===== config.mk =====
export PLATFORM = sky130hd
export DESIGN_NAME = dma_cfg_validator
export DESIGN_NICKNAME = d
export VERILOG_FILES = /design/src/rtl/dcv_pkg.sv /design/src/rtl/dcv_side_chk.sv /design/src/rtl/dcv_ptr.sv /design/src/rtl/dcv_ctrl.sv /design/src/rtl/dma_cfg_validator.sv
export SDC_FILE = /design/constraint.sdc
export NUM_CORES = 1
export LEC_CHECK = 0
export ABC_AREA = 1
export CORE_MARGIN = 2
export CORE_UTILIZATION = 55
export DETAILED_ROUTE_END_ITERATION = 16
export DONT_BUFFER_PORTS = 1
export PLACE_DENSITY_LB_ADDON = 0.08
export SYNTH_ARGS = -nofsm -noshare
export SYNTH_HDL_FRONTEND = slang
export SYNTH_SLANG_ARGS = --single-unit
export TNS_END_PERCENT = 20

===== constraint.sdc =====
create_clock -name clk -period 1.84 [get_ports clk]
set_input_delay 0.368 -clock clk [delete_from_list [all_inputs] [get_ports clk]]
set_output_delay 0.368 -clock clk [all_outputs]
set_load 0.01 [all_outputs]

===== src/rtl/dcv_pkg.sv =====
package dcv_pkg;

    typedef enum logic [1:0] {
        ST_IDLE   = 2'd0,
        ST_LAUNCH = 2'd1,
        ST_RUN    = 2'd2,
        ST_ERROR  = 2'd3
    } dcv_state_e;

    localparam logic [1:0] WCODE_ILLEGAL = 2'd3;

    // Byte-lane mask for a width code: width-1
    function automatic logic [2:0] wmask(input logic [1:0] code);
        unique case (code)
            2'd0:    wmask = 3'b000;
            2'd1:    wmask = 3'b001;
            2'd2:    wmask = 3'b011;
            default: wmask = 3'b111;
        endcase
    endfunction

    function automatic logic [2:0] wbytes(input logic [1:0] code);
        unique case (code)
            2'd0:    wbytes = 3'd1;
            2'd1:    wbytes = 3'd2;
            2'd2:    wbytes = 3'd4;
            default: wbytes = 3'd0;
        endcase
    endfunction

endpackage


===== src/rtl/dcv_side_chk.sv =====
module dcv_side_chk
    import dcv_pkg::*;
#(
    parameter int ADDR_W = 32,
    parameter int OFF_W  = 16,
    parameter int BLK_W  = 16
) (
    input  logic [1:0]        wcode,
    input  logic [ADDR_W-1:0] addr,
    input  logic [OFF_W-1:0]  off,
    input  logic [BLK_W-1:0]  blk,
    input  logic              blk_chk_en,
    output logic              legal,
    output logic              ok
);

    logic [2:0]        m3;
    logic [ADDR_W-1:0] amask;
    logic [OFF_W-1:0]  omask;
    logic [BLK_W-1:0]  bmask;
    logic              addr_al, off_al, blk_al;

    always_comb begin
        m3    = wmask(wcode);
        amask = '0;
        omask = '0;
        bmask = '0;
        amask[2:0] = m3;
        omask[2:0] = m3;
        bmask[2:0] = m3;
        legal   = (wcode != WCODE_ILLEGAL);
        addr_al = ((addr & amask) == '0);
        off_al  = ((off  & omask) == '0);
        blk_al  = ((blk  & bmask) == '0);
        ok      = legal && addr_al && off_al && (!blk_chk_en || blk_al);
    end

    always_comb begin
        AST_ILLEGAL_NEVER_OK: assert (!(wcode == WCODE_ILLEGAL && ok));
    end

endmodule


===== src/rtl/dcv_ptr.sv =====
module dcv_ptr
    import dcv_pkg::*;
#(
    parameter int ADDR_W = 32
) (
    input  logic              clk,
    input  logic              rst_n,
    input  logic              load,
    input  logic [ADDR_W-1:0] load_addr,
    input  logic [1:0]        load_wcode,
    input  logic              load_inc,
    input  logic              adv,
    output logic [ADDR_W-1:0] ptr,
    output logic [ADDR_W-1:0] step
);

    logic [1:0] wcode_q;
    logic       inc_q;

    always_ff @(posedge clk or negedge rst_n) begin
        if (!rst_n) begin
            wcode_q <= '0;
            inc_q   <= 1'b0;
        end else if (load) begin
            wcode_q <= load_wcode;
            inc_q   <= load_inc;
        end
    end

    always_comb begin
        step = '0;
        if (inc_q) step[2:0] = wbytes(wcode_q);
    end

    always_ff @(posedge clk or negedge rst_n) begin
        if (!rst_n)     ptr <= '0;
        else if (load)  ptr <= load_addr;
        else if (adv)   ptr <= ptr + step;
    end

    AST_STEP_POW2: assert property (@(posedge clk) disable iff (!rst_n)
        $countones(step) <= 1);
    AST_PTR_HOLD: assert property (@(posedge clk) disable iff (!rst_n)
        (!load && !adv) |=> $stable(ptr));

endmodule


===== src/rtl/dcv_ctrl.sv =====
module dcv_ctrl
    import dcv_pkg::*;
(
    input  logic clk,
    input  logic rst_n,
    input  logic start,
    input  logic cfg_ok,
    input  logic xfer_done,
    input  logic err_clr,
    input  logic beat,
    output logic accept,
    output logic adv,
    output logic launch,
    output logic busy,
    output logic usr_err
);

    dcv_state_e state, state_nx;

    always_ff @(posedge clk or negedge rst_n) begin
        if (!rst_n) state <= ST_IDLE;
        else        state <= state_nx;
    end

    always_comb begin
        state_nx = state;
        unique case (state)
            ST_IDLE:   if (start) state_nx = cfg_ok ? ST_LAUNCH : ST_ERROR;
            ST_LAUNCH: state_nx = ST_RUN;
            ST_RUN:    if (xfer_done) state_nx = ST_IDLE;
            ST_ERROR:  if (err_clr) state_nx = ST_IDLE;
            default:   state_nx = ST_IDLE;
        endcase
    end

    always_comb begin
        accept  = (state == ST_IDLE) && start && cfg_ok;
        adv     = (state == ST_RUN) && beat;
        launch  = (state == ST_LAUNCH);
        busy    = (state == ST_LAUNCH) || (state == ST_RUN);
        usr_err = (state == ST_ERROR);
    end

    AST_LAUNCH_ONE_CYCLE: assert property (@(posedge clk) disable iff (!rst_n)
        launch |=> !launch);
    AST_ERR_NO_LAUNCH: assert property (@(posedge clk) disable iff (!rst_n)
        usr_err |-> !launch && !busy);
    AST_ERR_STICKY: assert property (@(posedge clk) disable iff (!rst_n)
        (usr_err && !err_clr) |=> usr_err);
    AST_BAD_CFG_TRAPS: assert property (@(posedge clk) disable iff (!rst_n)
        (!busy && !usr_err && start && !cfg_ok) |=> usr_err);
    AST_BUSY_NO_RELAUNCH: assert property (@(posedge clk) disable iff (!rst_n)
        (busy && !launch) |=> !launch);

endmodule


===== src/rtl/dma_cfg_validator.sv =====
module dma_cfg_validator
    import dcv_pkg::*;
#(
    parameter int ADDR_W = 32,
    parameter int OFF_W  = 16,
    parameter int BLK_W  = 16
) (
    input  logic              clk,
    input  logic              rst_n,
    input  logic              start,
    input  logic              xfer_done,
    input  logic              err_clr,
    input  logic              beat,
    input  logic [1:0]        src_wcode,
    input  logic [1:0]        dst_wcode,
    input  logic              src_inc,
    input  logic              dst_inc,
    input  logic [1:0]        pack_mode,
    input  logic [ADDR_W-1:0] src_addr,
    input  logic [ADDR_W-1:0] dst_addr,
    input  logic [OFF_W-1:0]  src_off,
    input  logic [OFF_W-1:0]  dst_off,
    input  logic [BLK_W-1:0]  blk_bytes,
    output logic              launch,
    output logic              busy,
    output logic              usr_err,
    output logic [ADDR_W-1:0] src_ptr,
    output logic [ADDR_W-1:0] dst_ptr,
    output logic [ADDR_W-1:0] src_step,
    output logic [ADDR_W-1:0] dst_step
);

    localparam int NSIDE = 2;

    logic [1:0]        wc   [NSIDE];
    logic [ADDR_W-1:0] ad   [NSIDE];
    logic [OFF_W-1:0]  of   [NSIDE];
    logic              inc  [NSIDE];
    logic              bchk [NSIDE];
    logic              legal[NSIDE];
    logic              okv  [NSIDE];
    logic [ADDR_W-1:0] ptr  [NSIDE];
    logic [ADDR_W-1:0] stp  [NSIDE];

    logic pack_active, cfg_ok, accept, adv;
    logic unused_pack_lo;

    assign unused_pack_lo = pack_mode[0];
    assign pack_active    = pack_mode[1] && (src_wcode != dst_wcode);

    assign wc[0] = src_wcode;  assign wc[1] = dst_wcode;
    assign ad[0] = src_addr;   assign ad[1] = dst_addr;
    assign of[0] = src_off;    assign of[1] = dst_off;
    assign inc[0] = src_inc;   assign inc[1] = dst_inc;
    assign bchk[0] = 1'b1;     assign bchk[1] = pack_active;

    for (genvar s = 0; s < NSIDE; s++) begin : g_side
        dcv_side_chk #(.ADDR_W(ADDR_W), .OFF_W(OFF_W), .BLK_W(BLK_W)) u_chk (
            .wcode      (wc[s]),
            .addr       (ad[s]),
            .off        (of[s]),
            .blk        (blk_bytes),
            .blk_chk_en (bchk[s]),
            .legal      (legal[s]),
            .ok         (okv[s])
        );
        dcv_ptr #(.ADDR_W(ADDR_W)) u_ptr (
            .clk        (clk),
            .rst_n      (rst_n),
            .load       (accept),
            .load_addr  (ad[s]),
            .load_wcode (wc[s]),
            .load_inc   (inc[s]),
            .adv        (adv),
            .ptr        (ptr[s]),
            .step       (stp[s])
        );
    end

    assign cfg_ok = okv[0] && okv[1];

    dcv_ctrl u_ctrl (
        .clk       (clk),
        .rst_n     (rst_n),
        .start     (start),
        .cfg_ok    (cfg_ok),
        .xfer_done (xfer_done),
        .err_clr   (err_clr),
        .beat      (beat),
        .accept    (accept),
        .adv       (adv),
        .launch    (launch),
        .busy      (busy),
        .usr_err   (usr_err)
    );

    assign src_ptr  = ptr[0];
    assign dst_ptr  = ptr[1];
    assign src_step = stp[0];
    assign dst_step = stp[1];

    AST_ACCEPT_LEGAL_WIDTHS: assert property (@(posedge clk) disable iff (!rst_n)
        accept |-> legal[0] && legal[1]);
    AST_LAUNCH_LOADS_PTR: assert property (@(posedge clk) disable iff (!rst_n)
        accept |=> (src_ptr == $past(src_addr)) && (dst_ptr == $past(dst_addr)));

endmodule


# After elaboration in Yosys (flattened, before gate mapping)
# Index checks and enable logic that the tools add are counted.
[classes]
n_addsub = 2
eq_ne = 17
n_mux = 15
n_bitwise = 6
reduce_logical = 27
[ops]
columns = ["cell", "count"]
rows = [
  ["$mux W32", 4],
  ["$add A32 B3 Y32", 2],
  ["$and A16 B3 Y16", 4],
  ["$and A32 B3 Y32", 2],
  ["$logic_not A16 Y1", 4],
  ["$logic_not A32 Y1", 2],
  ["$pmux W3 S3", 4],
  ["$eq A2 B2 Y1 const B", 6],
  ["$logic_and A1 B1 Y1", 11],
  ["$eq A2 B1 Y1 const B", 5],
  ["$logic_not A2 Y1", 5],
  ["$ne A2 B2 Y1 const B", 5],
  ["$mux W2", 4],
  ["$pmux W2 S4", 1],
  ["$mux W3", 2],
  ["$reduce_and A3 Y1", 1],
  ["$logic_or A1 B1 Y1", 2],
  ["$ne A2 B2 Y1", 1],
  ["$reduce_bool A2 Y1", 1],
  ["$logic_not A1 Y1", 1],
]
[totals]
reg_bits = 72
output_inout_bits = 131
elab_cells = 74

# Depth between registers and ports, before layout
[depth]
ltp_word = 11
mapped_depth = 15
depth_no_buf = 15

# Cells and area by module
# Synthesis repeated with hierarchy kept, for this count alone.
[unflattened]
hier_cells = 848
hier_area_um2 = 5816.8
[modules_own_cells]
columns = ["mod", "instances", "cells_per_inst", "area_each_um2", "seq_area_each_um2"]
rows = [
  ["dcv_ptr", 2, 388, 2716.4, 875.8],
  ["dcv_ctrl", 1, 31, 210.2, 50.0],
  ["dcv_side_chk", 2, 13, 56.3, 0.0],
  ["dma_cfg_validator", 1, 15, 61.3, 0.0],
]

# Least setup slack after synthesis
# Ideal clock, no wire load.
[synth_path]
path_type = "reg2reg"
startpoint = "register g_side[0].u_ptr.wcode_q[1]"
endpoint = "register g_side[0].u_ptr.ptr[28]"
arrival_time_ps = 2087
slack_ps = -364
path_stages_with_launch = 15
cell_sequence = "dfrtp_1 > nor3_1 > ha_1 > fa_1 > nand3_1 > nand2_1 > inv_1 > nor2_1 > nand2_1 > nand2_1 > nand2_1 > nand2_1 > nand2_1 > nand2_1 > nand2_1"
[synth_between]
elab_chain_len = 6
[synth_rtl]
columns = ["element", "line", "source"]
rows = [
  ["from (decl)", "dcv_ptr.sv:17", "logic [1:0] wcode_q;"],
  ["from (signal assigned)", "dcv_ptr.sv:25", "wcode_q <= load_wcode;"],
  ["$eq A2 B2 Y1, or another cell as far along", "dcv_pkg.sv:23", "unique case (code)"],
  ["$pmux W3 S3 (*)", "dcv_pkg.sv:23", ""],
  ["$mux W3 (*)", "dcv_ptr.sv:32", "if (inc_q) step[2:0] = wbytes(wcode_q);"],
  ["via src_step[0]", "dma_cfg_validator.sv:29", "output logic [ADDR_W-1:0] src_step,"],
  ["$add A32 B3 Y32 (*)", "dcv_ptr.sv:38", "else if (adv) ptr <= ptr + step;"],
  ["$mux W32 (*)", "dcv_ptr.sv:38", ""],
  ["$mux W32 (*)", "dcv_ptr.sv:37", "else if (load) ptr <= load_addr;"],
  ["to (signal assigned)", "dcv_ptr.sv:37", ""],
  ["to (signal assigned)", "dcv_ptr.sv:38", ""],
  ["to (decl)", "dcv_ptr.sv:13", "output logic [ADDR_W-1:0] ptr,"],
]
# Mark *: on every way through the listed nets, which the timed path passes. The rest lies on a longest branch. The select of a mux whose other input is x is not followed.
# A chain may end at the register's enable or synchronous reset.

# Worst setup path in the final report
[layout_path]
startpoint = "register g_side[0].u_ptr.wcode_q[0]"
endpoint = "register g_side[0].u_ptr.ptr[18]"
[layout_between]
elab_chain_len = 6
[layout_rtl]
columns = ["element", "line"]
rows = [
  ["$eq A2 B2 Y1, or another cell as far along", "dcv_pkg.sv:23"],
  ["$pmux W3 S3 (*)", "dcv_pkg.sv:23"],
  ["$mux W3 (*)", "dcv_ptr.sv:32"],
  ["$add A32 B3 Y32 (*)", "dcv_ptr.sv:38"],
  ["$mux W32 (*)", "dcv_ptr.sv:38"],
  ["$mux W32 (*)", "dcv_ptr.sv:37"],
]
# Mark *: on every way between the ends. The rest lies on a longest branch, timed or not. The select of a mux whose other input is x is not followed.

==> reports/metrics.yaml <==
synth_seq_area_share: 0.2948
slowest_stage: "dfrtp_2"
htreeDepth: 3
p_leak_nw: 3.564
synth.avg_cell_area_um2: 6.516
fin_crit_sh: 1.147
num_vias: 6390
power-per-cell-area_nw_per_um2: 1299
required_ps: 2130
synth_area_um2: 6112
synth_cells: 938
yosys_warnings: 0
setup_viol: 53
drc: 0
final_area_um2: 7310
ios: 257
synthDistinctLibCells: 33
cp_max_fo: 4
hold_viol_final: 72
gr-total-overflow: 0
cts_buffers: 9
vias_per_cell: 5.471
clockBufferDepth: 2
r2r_setup_slack_ps: -270
synth-seq-cells: 72
status: "finished with violations"
dr.pass1.iters: 5
reg2reg_depth: 12
grt_max_degree: 73
place_inst: 1132
drt_iter0_drc: 545
regToRegStartpoint: "g_side[0].u_ptr.wcode_q[0]"
share_comb_of_total_power: 0.499
grt_pass1_vias: 5724
clkLatencyLatePin_ps: 360
startpoint_type: "flip-flop"
cp-end-kind: "flip-flop"
arrival_ps: 2400
io_buffers: 0
critPathKind: "flip-flop to flip-flop"
peakVddDrop_uv: 862.4
power.total_mw: 9.496
rsz0062_at_grt: "yes"
drv_slew: 0
cts_tree: "yes"
fin_crit_ps: 2110
r2r_end: "g_side[0].u_ptr.ptr[18]"
drive_gt1_frac: 0.2004
cap_violations: 0
p_switching_mw: 4.279
violations: "negative hold slack, negative setup slack"
start_util: 0.5638
grt_pass1_wl_um: 30060
final_common_cell: "nand2_1"
insertedDiodeCount: 0
die_h_um: 109.4
routed_wirelength_um: 19640
drtAntennaViolNets: 0
final_nets: 1162
gp_congestion: 0.9253
routedWlPerCell_um: 16.82
core_area_um2: 10840
max_freq_mhz: 473.8
setup_tns_ps: -7026
layout_setup_ws_ps: -270.4
internal_power_mw: 5.217
skew_ps: 12.60
pwr-share-seq: 0.348
rows: 38
die_area_um2: 11970
path_clk_slew_ps: 80
grt_antenna_before_repair: 0
postLayoutCoreUtil: 0.6743
dpl_cell_area_um2: 6688
stdcell_count: 1168
p_clk_frac: 0.153
crit_buf_inv: 1
layout_common_cells: "nand2_1, nand3_1, buf_4, nor2_1, dfrtp_1"
p_sw_frac: 0.4506
post-dp-hpwl_um: 14590
syn2layout_area_growth_pct: 19.59
track_usage: 0.3245
cts-root-buf: "clkbuf_8"
cp_cell_sequence: "nor3_4 > ha_2 > fa_2 > nand3_2 > nand2_4 > nand2_4 > nor2_4 > buf_6 > nand3_1 > nand2_1 > nand4_1 > nand3_1"
hold_path.class: "input port to async pin"
whs_ps: -306.2
die_x_um: 109.4
cpPeakStageDelay_ps: 450
cpLargestDelayFamily: "simple AND/OR/NAND/NOR gates"
cts_sinks: 72
-- Yosys cell counts, drive strengths merged --
cell type	n	area share
nand2	338	0.21
nand3	163	0.14
nor2	103	0.067
buf	84	0.10
dfrtp	72	0.29
inv	52	0.032
nand4	26	0.029
o21ai	22	0.024
xor2	17	0.024
nand3b	16	0.020
ha	11	0.023
clkbuf	9	0.0055
xnor2	8	0.011
nor3	5	0.0041
a21oi	4	0.0051
fa	2	0.0066
or2	2	0.0020
and2	1	0.0010
clkinv	1	0.00061
conb	1	0.00061
o21a	1	0.0012
-- registers in the layout, summed over array words and instances, names as in the netlist --
| name | cells |
|---|---|
| g_side.u_ptr.ptr | 64 |
| g_side.u_ptr.inc_q | 2 |
| g_side.u_ptr.wcode_q | 4 |
| u_ctrl.state | 2 |
-- kinds of logic (layout without fill, tap and decap cells) --
logic type               count (synthesis)  count (layout)  share of synthesized area
AO/OA/AOI/OAI                           27              27                    0.02989
XOR/XNOR                                25              25                    0.03582
adder cells (fa/ha/maj)                 13              13                    0.02907
buffers and inverters                  146             179                     0.1419
flip-flops                              72              72                     0.2948
other                                    1              58                  0.0006135
AND/OR/NAND/NOR                        654             654                     0.4680
-- stage by stage --
stage | hold WS, ps | worst slack, ps
6_report | -306.2 | -270.4
5_1_grt | -320.6 | -375.9
3_3_place_gp | 73.83 | -215.5
3_5_place_dp | 73.49 | -279.8
4_1_cts | -315.0 | -216.1
2_1_floorplan | 72.41 | -118.9
-- power by group through the flow --
stage	registers [mW]	clock network, mW	logic, mW
after floorplan	3.30	0	2.56
after global routing	3.42	1.53	5.24
after CTS	3.27	1.46	4.46
after global placement	3.27	0	4.09
after detailed placement	3.29	0	4.24
final	3.30	1.45	4.74
-- metal layers --
| metal | wire length [um] | part of all wire | vias up | track usage |
|---|---|---|---|---|
| li1 | - | - | 3079 | - |
| met1 | 8857 | 0.45 | 2995 | 0.4734 |
| met2 | 8753 | 0.45 | 300 | 0.4921 |
| met3 | 1826 | 0.093 | 16 | 0.06580 |
| met4 | 205 | 0.010 | 0 | 0.07866 |
| met5 | 0 | 0 | - | 0 |
-- worst max path at each step --
stage,start,to,slack (ps),depth (start not counted)
global route,g_side[0].u_ptr.wcode_q[0],g_side[0].u_ptr.ptr[20],-380,13
finish,g_side[0].u_ptr.wcode_q[0],g_side[0].u_ptr.ptr[18],-270,12
floorplan,g_side[1].u_ptr.inc_q,g_side[1].u_ptr.ptr[26],-120,15
CTS,g_side[0].u_ptr.wcode_q[0],g_side[0].u_ptr.ptr[26],-220,14
detailed placement,g_side[0].u_ptr.wcode_q[0],g_side[0].u_ptr.ptr[29],-280,14
global placement,g_side[0].u_ptr.wcode_q[0],g_side[0].u_ptr.ptr[27],-220,13
-- timing repair --
| action | CTS | global route |
|---|---|---|
| buffers inserted | 8 | 12 |
| pin swaps | 25 | 30 |
| resized for setup | 31 | 39 |
| cloned | 0 | 0 |
| endpoints found under the setup margin | 59 | 62 |
| endpoints found under the hold margin | 72 | 72 |
-- final cells by class --
class                   instances  area (um^2)
repair buffers                110        938.4
well taps                     140        175.2
clock buffers                  13        148.9
fillers                      1032         3531
inverters                      53        205.2
flip-flops and latches         72         1805
clock inverters                 3        65.06
multi-input cells             777         3971
Note: power is estimated with default switching activity, not from simulation.
